$ cat config.mk
export PLATFORM = sky130hd
export DESIGN_NAME = buserr_nmi_unit
export DESIGN_NICKNAME = d
export VERILOG_FILES = /design/src/rtl/buserr_pkg.sv /design/src/rtl/buserr_edge_sync.sv /design/src/rtl/buserr_regs.sv /design/src/rtl/buserr_latch.sv /design/src/rtl/buserr_nmi_unit.sv
export SDC_FILE = /design/constraint.sdc
export NUM_CORES = 1
export LEC_CHECK = 0
export BUFFER_PORTS_ARGS = -buffer_cell sky130_fd_sc_hd__buf_2
export CORE_AREA = 2 2 39 41
export DETAILED_ROUTE_END_ITERATION = 8
export DIE_AREA = 0 0 41 43
export HOLD_SLACK_MARGIN = 0.1
export PLACE_DENSITY = 0.62
export REMOVE_ABC_BUFFERS = 1
export SYNTH_ARGS = -nofsm -noshare
export SYNTH_HDL_FRONTEND = slang
export SYNTH_SLANG_ARGS = --single-unit
$ cat constraint.sdc
create_clock -name clk -period 0.8 [get_ports clk]
set_input_delay 0.08 -clock clk [delete_from_list [all_inputs] [get_ports clk]]
set_output_delay 0.08 -clock clk [all_outputs]
set_load 0.01 [all_outputs]
$ cat src/rtl/buserr_pkg.sv
// Package: register addresses and bit positions shared by the
// bus-error capture block, its checker and its bench.
package buserr_pkg;
    localparam int unsigned ADDR_CTRL = 0;  // arm register
    localparam int unsigned ADDR_STAT = 1;  // status register
    localparam int unsigned ADDR_SYS  = 2;  // system control port
    localparam int unsigned BIT_ARM   = 0;
    localparam int unsigned BIT_FLAG  = 0;
    localparam int unsigned BIT_CLR   = 3;
    localparam int unsigned BIT_CHK   = 6;
endpackage

$ cat src/rtl/buserr_edge_sync.sv
// Synchronises the asynchronous bus-error level through STAGES flops
// and flags its rising edge. The master-cycle qualifier passes through
// the same number of flops so both describe the same sampling edge.
// Assumes STAGES >= 2 and a synchronous qualifier.
module buserr_edge_sync #(
    parameter int STAGES = 2
) (
    input  logic clk,
    input  logic rst_n,
    input  logic async_i,
    input  logic qual_i,
    output logic rise_o,
    output logic qual_o
);
    logic [STAGES-1:0] sync_q;
    logic [STAGES-1:0] qual_q;
    logic              last_q;

    for (genvar g = 0; g < STAGES; g++) begin : g_stage
        if (g == 0) begin : g_first
            // First stage: capture raw inputs.
            always_ff @(posedge clk) begin
                if (!rst_n) begin
                    sync_q[0] <= 1'b0;
                    qual_q[0] <= 1'b0;
                end else begin
                    sync_q[0] <= async_i;
                    qual_q[0] <= qual_i;
                end
            end
        end else begin : g_next
            // Later stages: shift the previous stage along.
            always_ff @(posedge clk) begin
                if (!rst_n) begin
                    sync_q[g] <= 1'b0;
                    qual_q[g] <= 1'b0;
                end else begin
                    sync_q[g] <= sync_q[g-1];
                    qual_q[g] <= qual_q[g-1];
                end
            end
        end
    end

    // Remember the last synchronised level for edge detection.
    always_ff @(posedge clk) begin
        if (!rst_n) last_q <= 1'b0;
        else        last_q <= sync_q[STAGES-1];
    end

    assign rise_o = sync_q[STAGES-1] & ~last_q;
    assign qual_o = qual_q[STAGES-1];
endmodule

$ cat src/rtl/buserr_regs.sv
// Register file: arm bit, clear bit, and read-back mux for the three
// software-visible registers. Status and channel flags are read-only.
module buserr_regs
    import buserr_pkg::*;
#(
    parameter int ADDR_W = 2,
    parameter int DATA_W = 8
) (
    input  logic              clk,
    input  logic              rst_n,
    input  logic              wr_i,
    input  logic [ADDR_W-1:0] addr_i,
    input  logic [DATA_W-1:0] wdata_i,
    input  logic              flag_i,
    input  logic              chan_err_i,
    output logic [DATA_W-1:0] rdata_o,
    output logic              arm_o,
    output logic              clr_o
);
    localparam logic [ADDR_W-1:0] A_CTRL = ADDR_W'(ADDR_CTRL);
    localparam logic [ADDR_W-1:0] A_STAT = ADDR_W'(ADDR_STAT);
    localparam logic [ADDR_W-1:0] A_SYS  = ADDR_W'(ADDR_SYS);

    logic arm_q;
    logic clr_q;
    wire  unused_wdata = ^wdata_i;

    // Arm bit store.
    always_ff @(posedge clk) begin
        if (!rst_n)                       arm_q <= 1'b0;
        else if (wr_i && addr_i == A_CTRL) arm_q <= wdata_i[BIT_ARM];
    end

    // Clear bit store in the system port.
    always_ff @(posedge clk) begin
        if (!rst_n)                      clr_q <= 1'b0;
        else if (wr_i && addr_i == A_SYS) clr_q <= wdata_i[BIT_CLR];
    end

    // Read-back mux; unmapped bits and addresses read 0.
    always_comb begin
        rdata_o = '0;
        case (addr_i)
            A_CTRL: rdata_o[BIT_ARM] = arm_q;
            A_STAT: rdata_o[BIT_FLAG] = flag_i;
            A_SYS: begin
                rdata_o[BIT_CLR] = clr_q;
                rdata_o[BIT_CHK] = chan_err_i;
            end
            default: rdata_o = '0;
        endcase
    end

    assign arm_o = arm_q;
    assign clr_o = clr_q;
endmodule

$ cat src/rtl/buserr_latch.sv
// Sticky capture flag and interrupt merge. Clear has priority over set;
// a set needs an aligned edge, the qualifier and the arm bit.
module buserr_latch (
    input  logic clk,
    input  logic rst_n,
    input  logic rise_i,
    input  logic qual_i,
    input  logic arm_i,
    input  logic clr_i,
    input  logic parity_i,
    output logic flag_o,
    output logic chan_err_o,
    output logic nmi_o
);
    logic flag_q;

    // Capture flag: clear wins, then qualified set, else hold.
    always_ff @(posedge clk) begin
        if (!rst_n)                        flag_q <= 1'b0;
        else if (clr_i)                    flag_q <= 1'b0;
        else if (rise_i && qual_i && arm_i) flag_q <= 1'b1;
    end

    assign flag_o     = flag_q;
    assign chan_err_o = flag_q | parity_i;
    assign nmi_o      = flag_q | parity_i;
endmodule

$ cat src/rtl/buserr_nmi_unit.sv
// Top: bus-error capture merged into the channel-check interrupt path.
// Assumes bus_err_i is asynchronous and all other inputs are synchronous.
module buserr_nmi_unit #(
    parameter int ADDR_W      = 2,
    parameter int DATA_W      = 8,
    parameter int SYNC_STAGES = 2
) (
    input  logic              clk,
    input  logic              rst_n,
    input  logic              bus_err_i,
    input  logic              master_cyc_i,
    input  logic              parity_err_i,
    input  logic              reg_wr_i,
    input  logic [ADDR_W-1:0] reg_addr_i,
    input  logic [DATA_W-1:0] reg_wdata_i,
    output logic [DATA_W-1:0] reg_rdata_o,
    output logic              latch_o,
    output logic              nmi_o
);
    logic edge_rise;
    logic edge_qual;
    logic ctrl_arm;
    logic sys_clr;
    logic chan_err;

    buserr_edge_sync #(.STAGES(SYNC_STAGES)) u_sync (
        .clk     (clk),
        .rst_n   (rst_n),
        .async_i (bus_err_i),
        .qual_i  (master_cyc_i),
        .rise_o  (edge_rise),
        .qual_o  (edge_qual)
    );

    buserr_latch u_latch (
        .clk        (clk),
        .rst_n      (rst_n),
        .rise_i     (edge_rise),
        .qual_i     (edge_qual),
        .arm_i      (ctrl_arm),
        .clr_i      (sys_clr),
        .parity_i   (parity_err_i),
        .flag_o     (latch_o),
        .chan_err_o (chan_err),
        .nmi_o      (nmi_o)
    );

    buserr_regs #(.ADDR_W(ADDR_W), .DATA_W(DATA_W)) u_regs (
        .clk        (clk),
        .rst_n      (rst_n),
        .wr_i       (reg_wr_i),
        .addr_i     (reg_addr_i),
        .wdata_i    (reg_wdata_i),
        .flag_i     (latch_o),
        .chan_err_i (chan_err),
        .rdata_o    (reg_rdata_o),
        .arm_o      (ctrl_arm),
        .clr_o      (sys_clr)
    );
endmodule

==> impl_results.md, run 1 <==
* Placer congestion estimate at 0.5785
* Slowest stage cell, crit path: dfxtp_2
* Layout Cells excl Fill at 74
* Launch point of the worst path: u_latch.flag_o
* DRT Pass-1 Iters at 1
* ANT nets after route at 0
* Worst clock skew at 3.312 ps
* Cell taking the most area after synthesis: dfxtp_1
* Required time of the worst setup path at 720 ps
* Largest net degree at the start of global routing at 11
* GRT Residual Overflow at 0
* H-tree Lvls at 1
* Initial DRC count at 0
* Post-route minimum period at ~1100 ps
* Mapped Area at 354.1 um^2
* Initial antenna violation count at 0
* Crit Path Class: reg -> out
* Crit path launch type: register
* Fin crit share at 140.8%
* Max Fclk at around 900 MHz
* Drt wl/cell at a little under 8 um
* Top-area cell type share of the netlist area at 45.23%
* CTS Sinks at 8
* Final nets at 76
* Design area at 503.0 um^2
* Vias per cell at 4.000
* Seq/Total Area, Yosys at between 40% and 50%
* Largest cells by area after synthesis: dfxtp_1 (45%), buf_4 (11%), and2_1 (8.8%)
* Hold crit path type: in -> reg
* CP max FO at 2
* Delay-heaviest family, CP: simple AND/OR/NAND/NOR gates
* CTS Buffer Depth at 2
* Storage element area at 162.7 um^2
* Ports at 26
* Starting Density at 25.59%
* Worst R2R Setup Slack at ~70 ps
* Num CTS Buffers at 3
* Ys flop type: dfxtp_1
* Final setup fails at 5
* Die height at 43 um
* Die area at ~1800 um^2
* Leakage power at 0.2523 nW
* Vias in the first global route at 277
* R2r endpoint: u_latch.flag_o
* Crit path buffers/inverters at 1
* CTS tree: done
* GRT Overall Usage at 8.560%
* VDD IR max at 0.0006649 V
* Synth Register Bits at 8
* Syn Inst Count at 37
* Half-perimeter wire length after placement at around 450 um
* Pwr dens at 1598 nW/um^2
* R2R cell count at 3
* CTS Root Cell: clkbuf_4
* # diodes at 0
* Final Hold Viols at 0
* Cell Rows at 14
* Failing checks: negative setup slack
* Crit. End Element: output port
* DRC at 0
* Status: complete, but fails checks
* Synth Warn # at 0
* Core area at 1384 um^2
* Via count at 296
* Slowest stage delay, CP at 310 ps
* Placed Area at 424.2 um^2
* Netlist cell types at 16
* Die width at between 40 and 50 um
* Async SR Flop Fraction at 0%
* IO Port Bufs at 14
* Multi-input logic area at 162.7 um^2
* Worst-Skew Late Latency at 240 ps
* Pre-CTS WS at -96.58 ps
* Filler Cells Inserted at 155
* Share of cells above drive strength 1 at 37.93%
* Clk pin slew, worst setup/hold paths at 50 ps
* Global-route wire length before repair at 979 um
* Worst path depth at 3
* Max-cap violation count at 0
* Critical Path End: reg_rdata_o[6]
* Post-Route WL at 580 um
* Worst path arrival time at 1050 ps
* CP Cell Sequence: or2_1 > and3b_1 > buf_2
* Syn avg cell area at approximately 9.6 um^2
* RSZ-0062 raised after global routing: true
* Number of synthesized flops with an enable pin at 0
* Area Overhead vs Synth at 42.05%
* Worst r2r src: u_regs.clr_o
* Final Worst Setup Slack at -326.7 ps
* Placed Cells at 66
* Slew Viols, Final at 0
## worst min path at each step
stage | cells past startpoint | endpoint | start | slack [ps]
floorplan | 1 | u_sync.last_q | rst_n | 200
global placement | 2 | u_sync.qual_q[0] | master_cyc_i | 290
detailed placement | 2 | u_sync.qual_q[0] | master_cyc_i | 290
CTS | 3 | u_latch.flag_o | rst_n | 120
global route | 3 | u_latch.flag_o | rst_n | 150
finish | 3 | u_latch.flag_o | rst_n | 130
## synthesized netlist by cell type, types with 2 or more instances
cell type	count
and2_1	5
and3b_1	2
buf_4	5
dfxtp_1	8
mux2i_1	3
nand2_1	4
## flip-flops by register name (all words and copies together), names as in the netlist
signal and flops:
u_sync.sync_q 2, u_regs.clr_o 1, u_regs.arm_o 1, u_sync.qual_q 1
u_sync.last_q 1, u_sync.qual_o 1, u_latch.flag_o 1
## layout make-up
cell class              count  share of cell area, %
flip-flops and latches      8                  32.34
multi-input cells          26                  32.34
repair buffers             20                  26.12
clock buffers               3                  4.478
well taps                  16                  3.980
inverters                   1                 0.7463
## worst reg2reg max path: stages, from the launching register on
cell,delay (ps)
dfxtp_2,310
buf_4,130
nand2b_1,120
a21oi_1,100
## through the flow
stage          hold slack, ps  setup TNS (ps)  utilization, %  total power [mW]
3_5_place_dp            291.0          -114.9           30.65            0.5060
2_1_floorplan           201.7          -113.0               -            0.4650
3_3_place_gp            285.3          -80.28           30.65            0.5038
5_1_grt                 149.5           -1296           36.35            0.8543
4_1_cts                 122.8           -1101           36.35            0.8328
6_report                128.2          -982.5           36.35            0.8039
## what timing repair did
action,4_1_cts,5_1_grt
hold endpoints to repair,4,0
hold buffers,4,0
resized for setup,3,0
endpoints found under the setup margin,5,5
pin swaps,4,1
buffers inserted,1,0
## logic make-up (layout without fill, tap and decap cells)
kind of cell / count (synthesis) / after routing / synth area share, %
compound gates: 1 / 1 / 1.412
buf+inv: 7 / 24 / 13.07
simple gates: 17 / 17 / 30.74
mux: 3 / 3 / 8.481
flops: 8 / 8 / 45.23
other cells: 1 / 5 / 1.059
## cell usage in the layout, fill, tap and decap left out
cell	n
or2_1	1
nand2b_1	1
dfxtp_1	6
dlygate4sd3_1	4
nand4b_1	1
mux2i_1	3
clkbuf_4	3
buf_2	13
buf_4	2
nand3b_1	1
buf_6	1
and3b_1	2
nor2_1	1
dfxtp_2	2
conb_1	5
nor3b_2	1
nand2_1	4
inv_1	1
a21oi_1	1
and2_1	5
## per-layer routing
layer / global-route usage, % / wire length [um] / vias up
met5: 0 / 0 / -
met4: 6.000 / 7 / 0
met3: 4.712 / 64 / 2
met2: 13.75 / 284 / 15
met1: 7.468 / 224 / 128
li1: - / - / 151
## power by group
group	internal (mW)	switching (mW)
Clock	0.170	0.119
Sequential	0.414	0.00465
Combinational	0.0529	0.0428
Total	0.637	0.167
Note: power is estimated with default switching activity, not from simulation.
==> run 2: changes to the inputs <==
Settings changed: RECOVER_POWER set to 50.
==> run 2 against run 1 <==
- combinational power is essentially flat
- largest cell class unchanged
- final area is the same
- critical path depth unchanged
- total power barely moved
- maximum frequency did not move
- clock power about the same
- the run still ends with negative setup slack left
- hold slack hardly changed
- via count unchanged
- die area unchanged
- routed wire length unchanged
- highest routed layer unchanged
==> impl_results.md, run 2 (same netlist as run 1, synthesis figures left out) <==
* Status: complete, but fails checks
* Failing checks: negative setup slack
* Share of cells above drive strength 1 at 37.93% (unchanged)
* Area Overhead vs Synth at 42.05% (unchanged)
* Die area at 1763 um^2 (unchanged)
* Required time of the worst setup path at 720 ps (about the same)
* Clk pin slew, worst setup/hold paths at 50 ps (about the same)
* Delay-heaviest family, CP: simple AND/OR/NAND/NOR gates
* Crit. End Element: output port
* DRC at 0 (unchanged)
* Crit Path Class: reg -> out
* Vias per cell at 4.000 (unchanged)
* CTS tree: done
* Initial DRC count at 0 (unchanged)
* CTS Sinks at 8 (unchanged)
* Max-cap violation count at 0 (unchanged)
* Slowest stage cell, crit path: dfxtp_2
* Worst path arrival time at 1050 ps (about the same)
* CTS Buffer Depth at 2 (unchanged)
* Die height at 43 um (unchanged)
* Tot Pwr at 0.8038 mW (about the same)
* Cell Rows at 14 (unchanged)
* GRT Overall Usage at 8.560% (unchanged)
* Commonest cells after routing, fill and taps aside: buf_2 (13), dfxtp_1 (6), conb_1 (5)
* Die width at 41 um (unchanged)
* Ports at 26 (unchanged)
* Num CTS Buffers at 3 (unchanged)
* ANT nets after route at 0 (unchanged)
* IO Port Bufs at 14 (unchanged)
* Biggest register: u_sync.sync_q
* Final Worst Setup Slack at -326.7 ps (unchanged)
* Final Hold Viols at 0 (unchanged)
* CTS Root Cell: clkbuf_4
* Worst-Skew Late Latency at 240 ps (about the same)
* Slowest stage delay, CP at 310 ps (about the same)
* Post-Route WL at 580 um (unchanged)
* Half-perimeter wire length after placement at 450.4 um (unchanged)
* Initial antenna violation count at 0 (unchanged)
* Most common cell after layout, fill and taps aside: buf_2
* Slew Viols, Final at 0 (unchanged)
* Via count at 296 (unchanged)
* CP Cell Sequence: or2_1 > and3b_1 > buf_2
* Max Fclk at 887.6 MHz (unchanged)
* Fin crit share at 140.8% (unchanged)
* Hold_ws at 128.7 ps (+0.4790 ps)
* H-tree Lvls at 1 (unchanged)
* Starting Density at 25.59% (unchanged)
* Core area at 1384 um^2 (unchanged)
* Drt wl/cell at 7.838 um (unchanged)
* Leakage power at 0.2514 nW (-0.35%)
* Worst clock skew at 3.312 ps (+0.00002000 ps)
* Largest net degree at the start of global routing at 11 (unchanged)
* RSZ-0062 raised after global routing: true
* DRT Pass-1 Iters at 1 (unchanged)
* Hold crit path type: in -> reg
* Final setup fails at 5 (unchanged)
* # diodes at 0 (unchanged)
* CP max FO at 2 (unchanged)
* Global-route wire length before repair at 979 um (unchanged)
* GRT Residual Overflow at 0 (unchanged)
* Placer congestion estimate at 0.5785 (unchanged)
* VDD IR max at 0.0006650 V (about the same)
* Final nets at 76 (unchanged)
* Crit path launch type: register
* Max reg flops at 2 (unchanged)
* Pwr dens at 1598 nW/um^2 (about the same)
* Post-route minimum period at 1127 ps (unchanged)
* Crit path buffers/inverters at 1 (unchanged)
* Final core occ at 36.35% (unchanged)
* Vias in the first global route at 277 (unchanged)
==> run 2: what timing repair did <==
item                                    4_1_cts  5_1_grt
endpoints found under the setup margin        5        5
endpoints found under the hold margin         4        0
setup buffers                                 1        0
pin swaps                                     4        1
hold buffers                                  4        0
gates resized for setup                       3        0
==> run 2: path summary, 6_finish.rpt <==
path | from | cells past startpoint | to | slack (ps)
worst max register to register | u_regs.clr_o | 3 | u_latch.flag_o | 70
worst max-delay path | u_latch.flag_o | 3 | reg_rdata_o[6] | -330
worst min-delay path | rst_n | 3 | u_latch.flag_o | 130
worst min register to register | u_sync.sync_q[0] | 1 | u_sync.sync_q[1] | 430
==> run 2: worst min-delay path, stage by stage <==
cell and delay (ps):
buf_2 150, nand2b_1 80, a21oi_1 30
==> run 2: area by class of cell <==
| class | count | area [um^2] |
|---|---|---|
| multi-input cells | 26 | 162.7 |
| flip-flops and latches | 8 | 162.7 |
| repair buffers | 20 | 131.4 |
| clock buffers | 3 | 22.52 |
| inverters | 1 | 3.754 |
| fillers | 155 | 880.8 |
| well taps | 16 | 20.02 |
==> run 2: power by group <==
| group | internal (mW) | total [mW] | leakage [nW] | switching [mW] |
|---|---|---|---|---|
| combinational | 0.0528 | 0.0956 | 0.171 | 0.0428 |
| clock | 0.170 | 0.290 | 0.0138 | 0.119 |
| sequential | 0.414 | 0.419 | 0.0665 | 0.00467 |
==> run 2: per-stage QoR <==
step	TNS, ps	instances	setup WS [ps]	area [um^2]
2_1_floorplan	-113.0	35	-113.0	326.6
3_3_place_gp	-80.28	66	-80.28	424.2
3_5_place_dp	-114.9	66	-96.58	424.2
4_1_cts	-1101	74	-347.9	503.0
5_1_grt	-1296	74	-389.9	503.0
6_report	-982.5	74	-326.7	503.0
==> run 2: routing by layer <==
layer  track usage [%]  routed length, um
met3             4.712                 64
met2             13.75                284
met1             7.468                224
met4             6.000                  7
met5                 0                  0
==> run 3: changes to the inputs <==
Settings changed: CELL_PAD_IN_SITES_DETAIL_PLACEMENT set to 1, CELL_PAD_IN_SITES_GLOBAL_PLACEMENT set to 1, CORE_AREA 2 2 39 41 to not set, CORE_UTILIZATION set to 27, DIE_AREA 0 0 41 43 to not set, PLACE_DENSITY 0.62 to 0.81, SLEW_MARGIN set to 10.
Clock period 0.8 ns to 1.35 ns, I/O delays scaled along.
==> run 3 against run 2 <==
- the flow now finishes without violations
- total power is 41% lower
- via count down 1.4%
- sequential power down 41%
- register-to-register slack gained 620 ps
- final area fell by 9.2%
- clock power decreased by 39%
- flip-flop and latch count did not move
- largest cell class is now multi-input gates
- non-clock buffer count shrank 4
- routed wire length is 0.69% lower
==> impl_results.md, run 3 (same netlist as run 1, synthesis figures left out) <==
* # hold bufs at CTS at 2 (-2)
* Pre-CTS WS at 364.1 ps (+460.7 ps)
* Hold Path End: u_regs.clr_o
* Initial DRC count at 4 (+4)
* Via count at 292 (-1.4%)
* H-tree Lvls at 1 (unchanged)
* Post-Route WL at 576 um (-0.69%)
* Worst-Skew Late Latency at 250 ps (about the same)
* Fin crit share at 91.79%
* Slowest stage delay, CP at 320 ps (about the same)
* Initial antenna violation count at 0 (unchanged)
* CTS Buffer Depth at 2 (unchanged)
* Num CTS Buffers at 3 (unchanged)
* Slowest stage cell, crit path: dfxtp_1
* GRT Residual Overflow at 0 (unchanged)
* Final setup fails at 0 (-5)
* Delay-heaviest family, CP: simple AND/OR/NAND/NOR gates
* Max reg flops at 2 (unchanged)
* Cell Rows at 12 (-2)
* Pwr dens at 1044 nW/um^2 (-35%)
* Vias per cell at 4.294 (+7.4%)
* Vias in the first global route at 288 (+4.0%)
* ANT nets after route at 0 (unchanged)
* Die height at 38.22 um (-11%)
* Max-cap violation count at 0 (unchanged)
* Starting Density at 30.63% (+5.0 points)
* Ports at 26 (unchanged)
* RSZ-0062 raised after global routing: false
* Crit Path Class: reg -> out
* Placer congestion estimate at 0.6212 (+7.4%)
* GRT Overall Usage at 10.00% (+1.4 points)
* Crit. End Element: output port
* Hold depth at 3 (unchanged)
* CTS tree: done
* Half-perimeter wire length after placement at 461.7 um (+2.5%)
* CTS Sinks at 8 (unchanged)
* CTS Root Cell: clkbuf_4
* # diodes at 0 (unchanged)
* Worst R2R Setup Slack at 690 ps (+620 ps)
* DRC at 0 (unchanged)
* R2R cell count at 2 (-1)
* Status: complete, no violations
* Storage element area at 160.2 um^2 (-1.5%)
* Drt wl/cell at 8.471 um (+8.1%)
* Filler Cells Inserted at 161 (+3.9%)
* Die area at 1460 um^2 (-17%)
* Max Fclk at 807.0 MHz
* Post-route minimum period at 1239 ps
* DRT Pass-1 Iters at 2 (+1)
* Startpoint of the worst hold path: reg_wdata_i[3]
* Die width at 38.22 um (-6.8%)
* Commonest cells after routing, fill and taps aside: buf_2 (14), dfxtp_1 (8), conb_1 (5)
* Post-CTS Setup Bufs at 0 (-1)
* Final Hold Viols at 0 (unchanged)
* CP Cell Sequence: or2_1 > and3b_1 > buf_2
* Leakage power at 0.2308 nW (-8.2%)
* VDD IR max at 0.0003669 V (-45%)
* Core area at 1156 um^2 (-16%)
* Setup TNS at 0 ps (+982.5 ps)
* Crit path buffers/inverters at 1 (unchanged)
* Worst path arrival time at 1100 ps (+50 ps)
* Share of cells above drive strength 1 at 33.33% (-4.6 points)
* Most common cell after layout, fill and taps aside: buf_2
* Clk pin slew, worst setup/hold paths at 50 ps (about the same)
* Slew Viols, Final at 0 (unchanged)
* Worst r2r src: u_regs.arm_o
* Largest net degree at the start of global routing at 11 (unchanged)
* Multi-input logic area at 162.7 um^2 (unchanged)
* Area Overhead vs Synth at 28.98%
* Final Worst Setup Slack at 110.8 ps (+437.5 ps)
* R2r endpoint: u_latch.flag_o
* Required time of the worst setup path at 1220 ps (+500 ps)
* Biggest register: u_sync.sync_q
* Hold crit path type: in -> reg
* Final nets at 72 (-5.3%)
* Global-route wire length before repair at 959 um (-2.0%)
* CP max FO at 4 (+2)
* Post_cts resized at 0 (-3)
* Crit path launch type: register
* Worst clock skew at 2.512 ps (-0.7993 ps)
* IO Port Bufs at 14 (unchanged)
==> run 3: cell count changes in the layout (fill, tap and decap cells not counted), sizes merged <==
cell / delta
buf: -2
dlygate4sd3: -2
==> run 3: worst register-to-register path, stage by stage, from the launching register on <==
cell and delay [ps]:
dfxtp_1 350, nand4b_1 100, a21oi_1 140
==> run 3: routing by layer <==
| metal | track usage [%] | share of wire [%] | up-vias |
|---|---|---|---|
| met5 | 0 | 0 | - |
| met4 | 10.71 | 0 | 0 |
| met2 | 18.22 | 51 | 14 |
| met1 | 8.571 | 41 | 135 |
| li1 | - | - | 143 |
| met3 | 1.744 | 8.0 | 0 |
==> run 3: worst max-delay path by stage <==
stage | start | endpoint | cells after the start
3_5_place_dp | u_latch.flag_o | reg_rdata_o[6] | 3
4_1_cts | u_latch.flag_o | reg_rdata_o[6] | 3
3_3_place_gp | u_latch.flag_o | reg_rdata_o[6] | 3
5_1_grt | u_latch.flag_o | reg_rdata_o[6] | 3
6_report | u_latch.flag_o | reg_rdata_o[6] | 3
2_1_floorplan | u_latch.flag_o | reg_rdata_o[6] | 2
==> run 3: where the power goes <==
| part | internal (mW) | switching (mW) |
|---|---|---|
| logic | 0.0263 | 0.0247 |
| registers | 0.245 | 0.00293 |
| clock network | 0.101 | 0.0764 |
==> run 3: area by class of cell <==
class	instances	share of cell area, %
Sequential cell	8	35.07
Timing Repair Buffer	16	19.73
Inverter	1	0.8219
Multi-Input combinational cell	26	35.62
Clock buffer	3	4.932
Tap cell	14	3.836
==> run 3: stage by stage <==
step | power (mW) | utilization (%) | cell area, um^2 | hold slack [ps] | cells
after global placement | 0.2984 | 35.82 | 414.1 | 341.0 | 63
after floorplan | 0.2755 | - | 326.6 | 256.7 | 35
after CTS | 0.4874 | 39.50 | 456.7 | 121.9 | 68
after detailed placement | 0.3001 | 35.82 | 414.1 | 347.1 | 63
final | 0.4766 | 39.50 | 456.7 | 131.1 | 68
after global routing | 0.4998 | 39.50 | 456.7 | 156.0 | 68
